<file path="src/rtl/hash_word_ingest_pkg.sv">
`timescale 1ns/1ps
package hash_word_ingest_pkg;
  localparam int WORD_BYTES = 4;
  localparam int CNT_W      = $clog2(WORD_BYTES + 1);

  typedef logic [WORD_BYTES-1:0][7:0] byte_seq_t;

  // Lane emitted at sequence position pos for each byte-order mode.
  function automatic logic [1:0] lane_at(input logic [1:0] ord, input logic [1:0] pos);
    case (ord)
      2'd0:    lane_at = pos;
      2'd1:    lane_at = 2'd3 - pos;
      2'd2:    lane_at = pos[1] ? (pos ^ 2'd1) : pos;
      default: lane_at = pos ^ 2'd2;
    endcase
  endfunction
endpackage

</file>
<file path="src/rtl/hwi_reorder.sv">
`timescale 1ns/1ps
module hwi_reorder
  import hash_word_ingest_pkg::*;
(
  input  logic [1:0]  order,
  input  logic [31:0] word,
  output byte_seq_t   seq
);
  for (genvar g = 0; g < WORD_BYTES; g++) begin : g_pos
    assign seq[g] = word[8*int'(lane_at(order, 2'(g))) +: 8];
  end
endmodule

</file>
<file path="src/rtl/hwi_drain.sv">
`timescale 1ns/1ps
module hwi_drain
  import hash_word_ingest_pkg::*;
(
  input  logic             clk,
  input  logic             rst_n,
  input  logic             clr,
  input  logic             load,
  input  byte_seq_t        load_seq,
  input  logic [CNT_W-1:0] load_n,
  input  logic             pop,
  output logic [7:0]       head,
  output logic [CNT_W-1:0] cnt
);
  byte_seq_t hold_q;

  always_ff @(posedge clk) begin
    if (!rst_n) begin
      hold_q <= '0;
      cnt    <= '0;
    end else if (clr) begin
      cnt    <= '0;
    end else if (load) begin
      hold_q <= load_seq;
      cnt    <= load_n;
    end else if (pop) begin
      for (int i = 0; i < WORD_BYTES - 1; i++) hold_q[i] <= hold_q[i+1];
      hold_q[WORD_BYTES-1] <= 8'h00;
      cnt <= cnt - CNT_W'(1);
    end
  end

  assign head = hold_q[0];
endmodule

</file>
<file path="src/rtl/hwi_ctrl.sv">
`timescale 1ns/1ps
module hwi_ctrl
  import hash_word_ingest_pkg::*;
#(
  parameter int LEN_W   = 32,
  parameter int GAP_CYC = 2
)(
  input  logic             clk,
  input  logic             rst_n,
  input  logic             cfg_valid,
  input  logic [1:0]       cfg_order,
  input  logic [LEN_W-1:0] cfg_len_bits,
  input  logic             wr_fire,
  input  logic             last_pop,
  output logic             load,
  output logic [CNT_W-1:0] load_n,
  output logic [1:0]       order_q,
  output logic             msg_done,
  output logic             wr_err
);
  localparam int BYTE_W = LEN_W - 3;
  localparam int GW     = $clog2(GAP_CYC + 1);

  logic              cfgd;
  logic [GW-1:0]     gap;
  logic [BYTE_W-1:0] rem;
  logic [BYTE_W-1:0] new_bytes;
  logic              legal;

  assign new_bytes = BYTE_W'(cfg_len_bits >> 3);
  assign legal     = cfgd && (gap == '0) && (rem != '0) && !cfg_valid;
  assign load      = wr_fire && legal;
  assign load_n    = (rem >= BYTE_W'(WORD_BYTES)) ? CNT_W'(WORD_BYTES) : CNT_W'(rem);

  always_ff @(posedge clk) begin
    if (!rst_n) begin
      cfgd     <= 1'b0;
      gap      <= '0;
      rem      <= '0;
      order_q  <= '0;
      msg_done <= 1'b0;
      wr_err   <= 1'b0;
    end else begin
      wr_err   <= wr_fire && !legal;
      msg_done <= 1'b0;
      if (cfg_valid) begin
        cfgd     <= 1'b1;
        gap      <= GW'(GAP_CYC - 1);
        rem      <= new_bytes;
        order_q  <= cfg_order;
        msg_done <= (new_bytes == '0);
      end else begin
        if (gap != '0) gap <= gap - GW'(1);
        if (load) rem <= rem - BYTE_W'(load_n);
        if (last_pop && rem == '0) msg_done <= 1'b1;
      end
    end
  end
endmodule

</file>
<file path="src/rtl/hash_word_ingest.sv">
`timescale 1ns/1ps
module hash_word_ingest
  import hash_word_ingest_pkg::*;
#(
  parameter int LEN_W   = 32,
  parameter int GAP_CYC = 2
)(
  input  logic             clk,
  input  logic             rst_n,
  input  logic             cfg_valid,
  input  logic [1:0]       cfg_order,
  input  logic [LEN_W-1:0] cfg_len_bits,
  input  logic             wr_valid,
  input  logic [31:0]      wr_data,
  output logic             wr_ready,
  output logic             out_valid,
  input  logic             out_ready,
  output logic [7:0]       out_data,
  output logic             msg_done,
  output logic             wr_err
);
  logic             wr_fire, pop, last_pop, load;
  logic [CNT_W-1:0] load_n, cnt;
  logic [1:0]       order_q;
  byte_seq_t        seq;

  assign wr_ready  = (cnt == '0);
  assign out_valid = (cnt != '0);
  assign wr_fire   = wr_valid && wr_ready;
  assign pop       = out_valid && out_ready;
  assign last_pop  = pop && (cnt == CNT_W'(1));

  hwi_ctrl #(.LEN_W(LEN_W), .GAP_CYC(GAP_CYC)) ctrl_i (
    .clk(clk), .rst_n(rst_n), .cfg_valid(cfg_valid), .cfg_order(cfg_order),
    .cfg_len_bits(cfg_len_bits), .wr_fire(wr_fire), .last_pop(last_pop),
    .load(load), .load_n(load_n), .order_q(order_q),
    .msg_done(msg_done), .wr_err(wr_err)
  );

  hwi_reorder reorder_i (.order(order_q), .word(wr_data), .seq(seq));

  hwi_drain drain_i (
    .clk(clk), .rst_n(rst_n), .clr(cfg_valid), .load(load), .load_seq(seq),
    .load_n(load_n), .pop(pop), .head(out_data), .cnt(cnt)
  );
endmodule

</file>
<file path="config.mk">
export PLATFORM = sky130hd
export DESIGN_NAME = hash_word_ingest
export DESIGN_NICKNAME = d
export VERILOG_FILES = /design/src/rtl/hash_word_ingest_pkg.sv /design/src/rtl/hwi_reorder.sv /design/src/rtl/hwi_drain.sv /design/src/rtl/hwi_ctrl.sv /design/src/rtl/hash_word_ingest.sv
export SDC_FILE = /design/constraint.sdc
export NUM_CORES = 1
export LEC_CHECK = 0
export CAP_MARGIN = 25
export CORE_MARGIN = 3
export CORE_UTILIZATION = 32
export DETAILED_ROUTE_END_ITERATION = 8
export GPL_TIMING_DRIVEN = 0
export PLACE_DENSITY_LB_ADDON = 0.08
export SLEW_MARGIN = 20
export SYNTH_ARGS = -nofsm -noshare
export SYNTH_HDL_FRONTEND = slang
export SYNTH_SLANG_ARGS = --single-unit
</file>
<file path="constraint.sdc">
create_clock -name clk -period 5.05 [get_ports clk]
set_clock_uncertainty 0.1 [all_clocks]
set_input_delay 1.01 -clock clk [delete_from_list [all_inputs] [get_ports clk]]
set_output_delay 1.01 -clock clk [all_outputs]
set_load 0.05 [all_outputs]
</file>
==> metrics, run 1 <==
status complete, no violations; die height 124.8 um; FF-to-FF path depth 6; post-synthesis async set-or-reset flop share 0; peak supply drop 0.2034 mV; All-Layer GR Usage 0.2061; CTS tree yes; vias in the first global route 4590; Mean Syn Cell Area 8.443 sq um; leading cell types in the layout, fill and taps excluded clkdlybuf4s50_1, dfxtp_1, mux2i_1, a211oi_1, nor2_1; commonest non-fill, non-tap cell in the layout clkdlybuf4s50_1; CTS buffer count 9; Post-Syn Area 4517 sq um; Slew Viols, Final 0; worst-skew pair later-pin latency 0.34 ns; Synth Register Bits 71; Min Clock Period, post-route 3.388 ns; Die X 124.8 um; hold endpoint ctrl_i.cfgd; P per Cell Area 274.6 nW/um^2; Worst R2R Setup Slack 1.66 ns; GP Congestion 0.9100; Bufs on Longest Clock Path 2; first-pass GRT wire length 25590 um; critical path startpoint category flip-flop; Final Hold Fails 0; Final setup viols 0; CTS Hold Bufs 0; Fillers 1369; Max Cap Viol 0; layout cells sized above 1 0.09062; setup tns final 0 ns; Diodes inserted 0; H-tree levels 3; Area Growth Syn to Fin 28.61%; Crit path required time 5.21 ns; Std-Cell Rows 42; ys flop type dfxtp_1; Die ar. 15580 sq um; placed insts 789; Netlist cell types 62; post-synth top area share 0.3147; Slew HR 0.3828; top cells by area, synth dfxtp_1, mux2i_1, a211oi_1; io pins 83; ANT nets after route 0; # clock sinks 71; Critical Path End Type flip-flop; leak pwr 2.062 nW; Post-Route WL 16380 um; part of the cycle the worst path needs 0.6710; Max Clock Freq 0.2951 GHz; number of synthesized flops with an enable pin 0; RSZ-0062 raised after global routing no; Slew @ Worst Pin 0.9173 ns; reg-to-reg startpoint ctrl_i.rem[18]; via density per instance 5.780; post-route DRC violation count 0; Synthesis Warnings 0; Synth Net Count 615; Initial Util 0.3344; setup bufs post-CTS 0; CP Class reg2reg; Post-DP HPWL 12180 um; vias after detailed routing 4653; Clock Pin Slew Worst Setup and Hold Paths 0.06 ns; CP Max Fanout 10; Seq/Total Area, Yosys 0.3147; largest net degree at the start of global routing 12; R2R Path End ctrl_i.rem[10]; total grt overflow 0; initial drt markers 379; Critical Path AT 3.55 ns; port bufs 78; initial antenna violation count 0; final-stage net count 704; post_cts resized 0; DRT Pass-1 Iters 5; Post-Layout Cell Count 805; WHS Path Cells 2; core area 13510 sq um; Hold Startpoint ctrl_i.cfgd; post-synthesis cell count 535; Worst Hold Class reg2reg; Synth area leader dfxtp_1; WL per Instance 20.34 um; clock root cell clkbuf_16
## critical path, cell delays in order, from the launching register on
cell      delay (ns)
dfxtp_1         0.35
nor4_1          0.80
nand4_1         0.58
o21bai_1        0.73
buf_2           0.39
o311ai_0        0.16
a31oi_1         0.20
## cells in the mapped netlist, types with 4 or more instances
cell and number:
nand2_1 31, dfxtp_1 71, nand2b_1 4, or3_1 10
o21ai_0 23, nand4_1 6, mux2i_1 52, ha_1 9
nor2_1 41, mux2_2 9, a31oi_1 15, nor4_1 16
o311ai_0 8, buf_4 12, xnor2_1 4, and3_1 5
a21oi_1 19, or4_1 8, inv_1 12, nand3_1 18
a211oi_1 50, o211ai_1 12, nor3_1 4, o31ai_1 4
clkbuf_1 33, buf_2 6
## logic make-up (layout without fill, tap and decap cells)
| logic type | count (synthesis) | in the layout | share of synthesized area |
|---|---|---|---|
| buf+inv | 66 | 160 | 0.06814 |
| other cells | 1 | 1 | 0.0008302 |
| mux | 61 | 61 | 0.1377 |
| flops | 71 | 71 | 0.3147 |
| compound gates | 153 | 153 | 0.2388 |
| fa+ha+maj | 9 | 9 | 0.02493 |
| xor+xnor | 7 | 7 | 0.01357 |
| simple gates | 167 | 167 | 0.2014 |
## metal layers
layer	up-vias	track usage	part of all wire
met4	0	0.06319	0.021
met5	-	0	0
met1	2246	0.2956	0.48
met3	28	0.04031	0.056
met2	155	0.3111	0.44
li1	2224	-	-
## how the worst max path moves through the flow
| stage | startpoint | to | slack (ns) |
|---|---|---|---|
| final | ctrl_i.rem[18] | ctrl_i.rem[10] | 1.66 |
| after global routing | ctrl_i.rem[17] | ctrl_i.rem[10] | 1.58 |
| after CTS | ctrl_i.rem[17] | ctrl_i.rem[10] | 1.81 |
| after detailed placement | wr_valid | ctrl_i.rem[20] | 1.57 |
| after global placement | wr_valid | ctrl_i.rem[20] | 1.59 |
| after floorplan | cfg_valid | drain_i.head[1] | 2.44 |
## layout make-up
type,instances,area [sq um],area share
plain buffers,53,259.0,0.04458
well taps,176,220.2,0.03791
clock buffers,12,246.5,0.04243
inverters,13,48.80,0.008400
multi-input cells,398,2788,0.4799
repair buffers,78,780.7,0.1344
clock inverters,4,45.04,0.007754
flip-flops and latches,71,1421,0.2447
## registers in the layout, summed over array words and instances, names as in the netlist
name and count:
ctrl_i.cfgd 1, ctrl_i.gap 2, ctrl_i.msg_done 1, ctrl_i.order_q 2
ctrl_i.rem 29, ctrl_i.wr_err 1, drain_i.cnt 3, drain_i.head 8
drain_i.hold_q 24
## report_power, final
group	internal, mW	switching, mW
Sequential	0.591	0.0258
Clock	0.393	0.244
Combinational	0.145	0.197
## metrics by stage
| stage | hold slack, ns | power [mW] | util | worst slack [ns] | instance area, sq um |
|---|---|---|---|---|---|
| final | 0.3641 | 1.595 | 0.4301 | 1.662 | 5809 |
| after global routing | 0.3875 | 1.657 | 0.4301 | 1.577 | 5809 |
| after CTS | 0.3701 | 1.605 | 0.4301 | 1.815 | 5809 |
| after detailed placement | 0.3571 | 0.9625 | 0.4086 | 1.570 | 5518 |
| after global placement | 0.3414 | 0.9583 | 0.4086 | 1.586 | 5518 |
| after floorplan | 0.3265 | 0.8212 | - | 2.444 | 4517 |
No activity file was read; power rests on OpenSTA's default activity.
==> run 2: changes to the inputs <==
clock period = 3.26 ns   (was 5.05 ns; I/O delays follow)
==> run 2 against run 1 <==
Non-clock buffer count stayed put; final area is 0.28% higher; worst setup slack got worse by 1.5 ns; clock-buffer cell count did not move.
==> metrics, run 2 (synthesized netlist as in run 1, its figures left out) <==
status complete, no violations; P per Cell Area 425.6 nW/um^2 (+55%); register area 1421 sq um (unchanged); Post-Route WL 16340 um (-0.24%); Post-Place Worst Slack 0.04650 ns (-1.524 ns); part of the cycle the worst path needs 0.9454 (+0.2744); layout cells sized above 1 0.09539 (+0.004769); Critical Path End Type flip-flop; DR top layer met4; Critical Path AT 3.17 ns (-0.38 ns); Diodes inserted 0 (unchanged); Slew Viols, Final 0 (unchanged); # clock sinks 71 (unchanged); CTS Hold Bufs 0 (unchanged); Multi-input gate area 2804 sq um (+0.58%); Final Hold Fails 0 (unchanged); setup tns final 0 ns (unchanged); CP Class reg2reg; vias after detailed routing 4688 (+0.75%); Min Clock Period, post-route 3.082 ns (-0.3066 ns); Bufs on Longest Clock Path 2 (unchanged); final-stage net count 704 (unchanged); clock root cell clkbuf_16; All-Layer GR Usage 0.2061 (unchanged); Max Cap Viol 0 (unchanged); DRT met1 WL 7750 um (-2.2%); Std-Cell Rows 42 (unchanged); RSZ-0062 raised after global routing no; core area 13510 sq um (unchanged); first-pass GRT wire length 25590 um (unchanged); DRT Pass-1 Iters 5 (unchanged); Post-Layout Cell Count 805 (unchanged); Top reg by flops ctrl_i.rem; Fillers 1370 (+0.073%); leading cell types in the layout, fill and taps excluded clkdlybuf4s50_1, dfxtp_1, mux2i_1, a211oi_1, nor2_1; Post-DP HPWL 12180 um (unchanged); peak supply drop 0.3146 mV (+55%); metal3 WL 1121 um (+22%); CTS tree yes; Final setup viols 0 (unchanged); Area Growth Syn to Fin 28.98%; design area 5826 sq um (+0.28%); WL met2 7152 um (-0.51%); Die X 124.8 um (unchanged); Area after DPL 5518 sq um (unchanged); Slew @ Worst Pin 0.9010 ns (-0.01628 ns); post-route DRC violation count 0 (unchanged); port bufs 78 (unchanged); H-tree levels 3 (unchanged); Slew HR 0.3993 (+0.01649); placed insts 789 (unchanged); final worst slack 0.1781 ns (-1.483 ns); total power 2.480 mW (+55%); initial drt markers 397 (+4.7%); critical path startpoint category flip-flop; Max Clock Freq 0.3245 GHz (+9.9%); leak pwr 2.065 nW (+0.14%); CP Max Fanout 10 (unchanged); Die ar. 15580 sq um (unchanged); via density per instance 5.824 (+0.75%); vias in the first global route 4590 (unchanged); WL per Instance 20.29 um (-0.24%); ANT nets after route 0 (unchanged); initial antenna violation count 0 (unchanged); die height 124.8 um (unchanged); Worst Hold Class reg2reg; worst-skew pair later-pin latency 0.35 ns (about the same); Clock Pin Slew Worst Setup and Hold Paths 0.06 ns (about the same); GP Congestion 0.9100 (unchanged); total grt overflow 0 (unchanged); commonest non-fill, non-tap cell in the layout clkdlybuf4s50_1; Largest register FFs 29 (unchanged); CTS buffer count 9 (unchanged); Initial Util 0.3344 (unchanged); largest net degree at the start of global routing 12 (unchanged); io pins 83 (unchanged); Crit path required time 3.35 ns (-1.86 ns)
-- run 2: area by class of cell --
type | instances | share of cell area
sequential | 71 | 0.2440
inverter | 13 | 0.008376
buffer | 53 | 0.04446
multi-input combinational | 398 | 0.4813
clock buffer | 12 | 0.04231
timing repair buffer | 78 | 0.1340
clock inverter | 4 | 0.007732
tap | 176 | 0.03780
-- run 2: stage by stage --
| step | hold slack (ns) | utilization |
|---|---|---|
| after global placement | 0.3414 | 0.4086 |
| after CTS | 0.3701 | 0.4301 |
| after global routing | 0.3875 | 0.4314 |
| final | 0.3642 | 0.4314 |
| after detailed placement | 0.3571 | 0.4086 |
| after floorplan | 0.3265 | - |
-- run 2: worst max-delay path, cell delays in order, from the launching register on --
cell and delay (ns):
dfxtp_1 0.30, buf_6 0.13, nor4_1 0.65, nand3_1 0.33
o31ai_2 0.50, buf_4 0.28, buf_4 0.21, buf_2 0.29
a211oi_1 0.13
-- run 2: final timing paths --
check                startpoint              end  slack (ns)  cells after the start
setup / recovery  ctrl_i.rem[8]  drain_i.head[6]        0.18                      8
hold / removal      ctrl_i.cfgd      ctrl_i.cfgd        0.36                      2
setup reg to reg  ctrl_i.rem[8]  drain_i.head[6]        0.18                      8
hold reg to reg     ctrl_i.cfgd      ctrl_i.cfgd        0.36                      2
-- run 2: layer usage --
metal	global-route usage	vias up
li1	-	2219
met1	0.2956	2262
met2	0.3111	185
met3	0.04031	22
met4	0.06319	0
met5	0	-
-- run 2: repair_timing --
| item | CTS | global route |
|---|---|---|
| buffers inserted | 0 | 0 |
| gates resized for setup | 0 | 3 |
| endpoints found under the setup margin | 0 | 28 |
-- run 2: report_power, final --
group | switching, mW | leakage, nW | internal [mW]
registers | 0.0412 | 0.582 | 0.915
clock network | 0.384 | 0.146 | 0.610
logic | 0.305 | 1.34 | 0.225
==> run 3: changes to the inputs <==
==> constraint.sdc (replaced) <==
create_clock -name clk -period 3.26 [get_ports clk]
set_clock_uncertainty 0.1 [all_clocks]
set_input_delay 0.489 -clock clk [delete_from_list [all_inputs] [get_ports clk]]
set_output_delay 0.489 -clock clk [all_outputs]
set_load 0.05 [all_outputs]
==> results of run 3 <==
Final layout, timing and power as in run 2 (identical DEF).
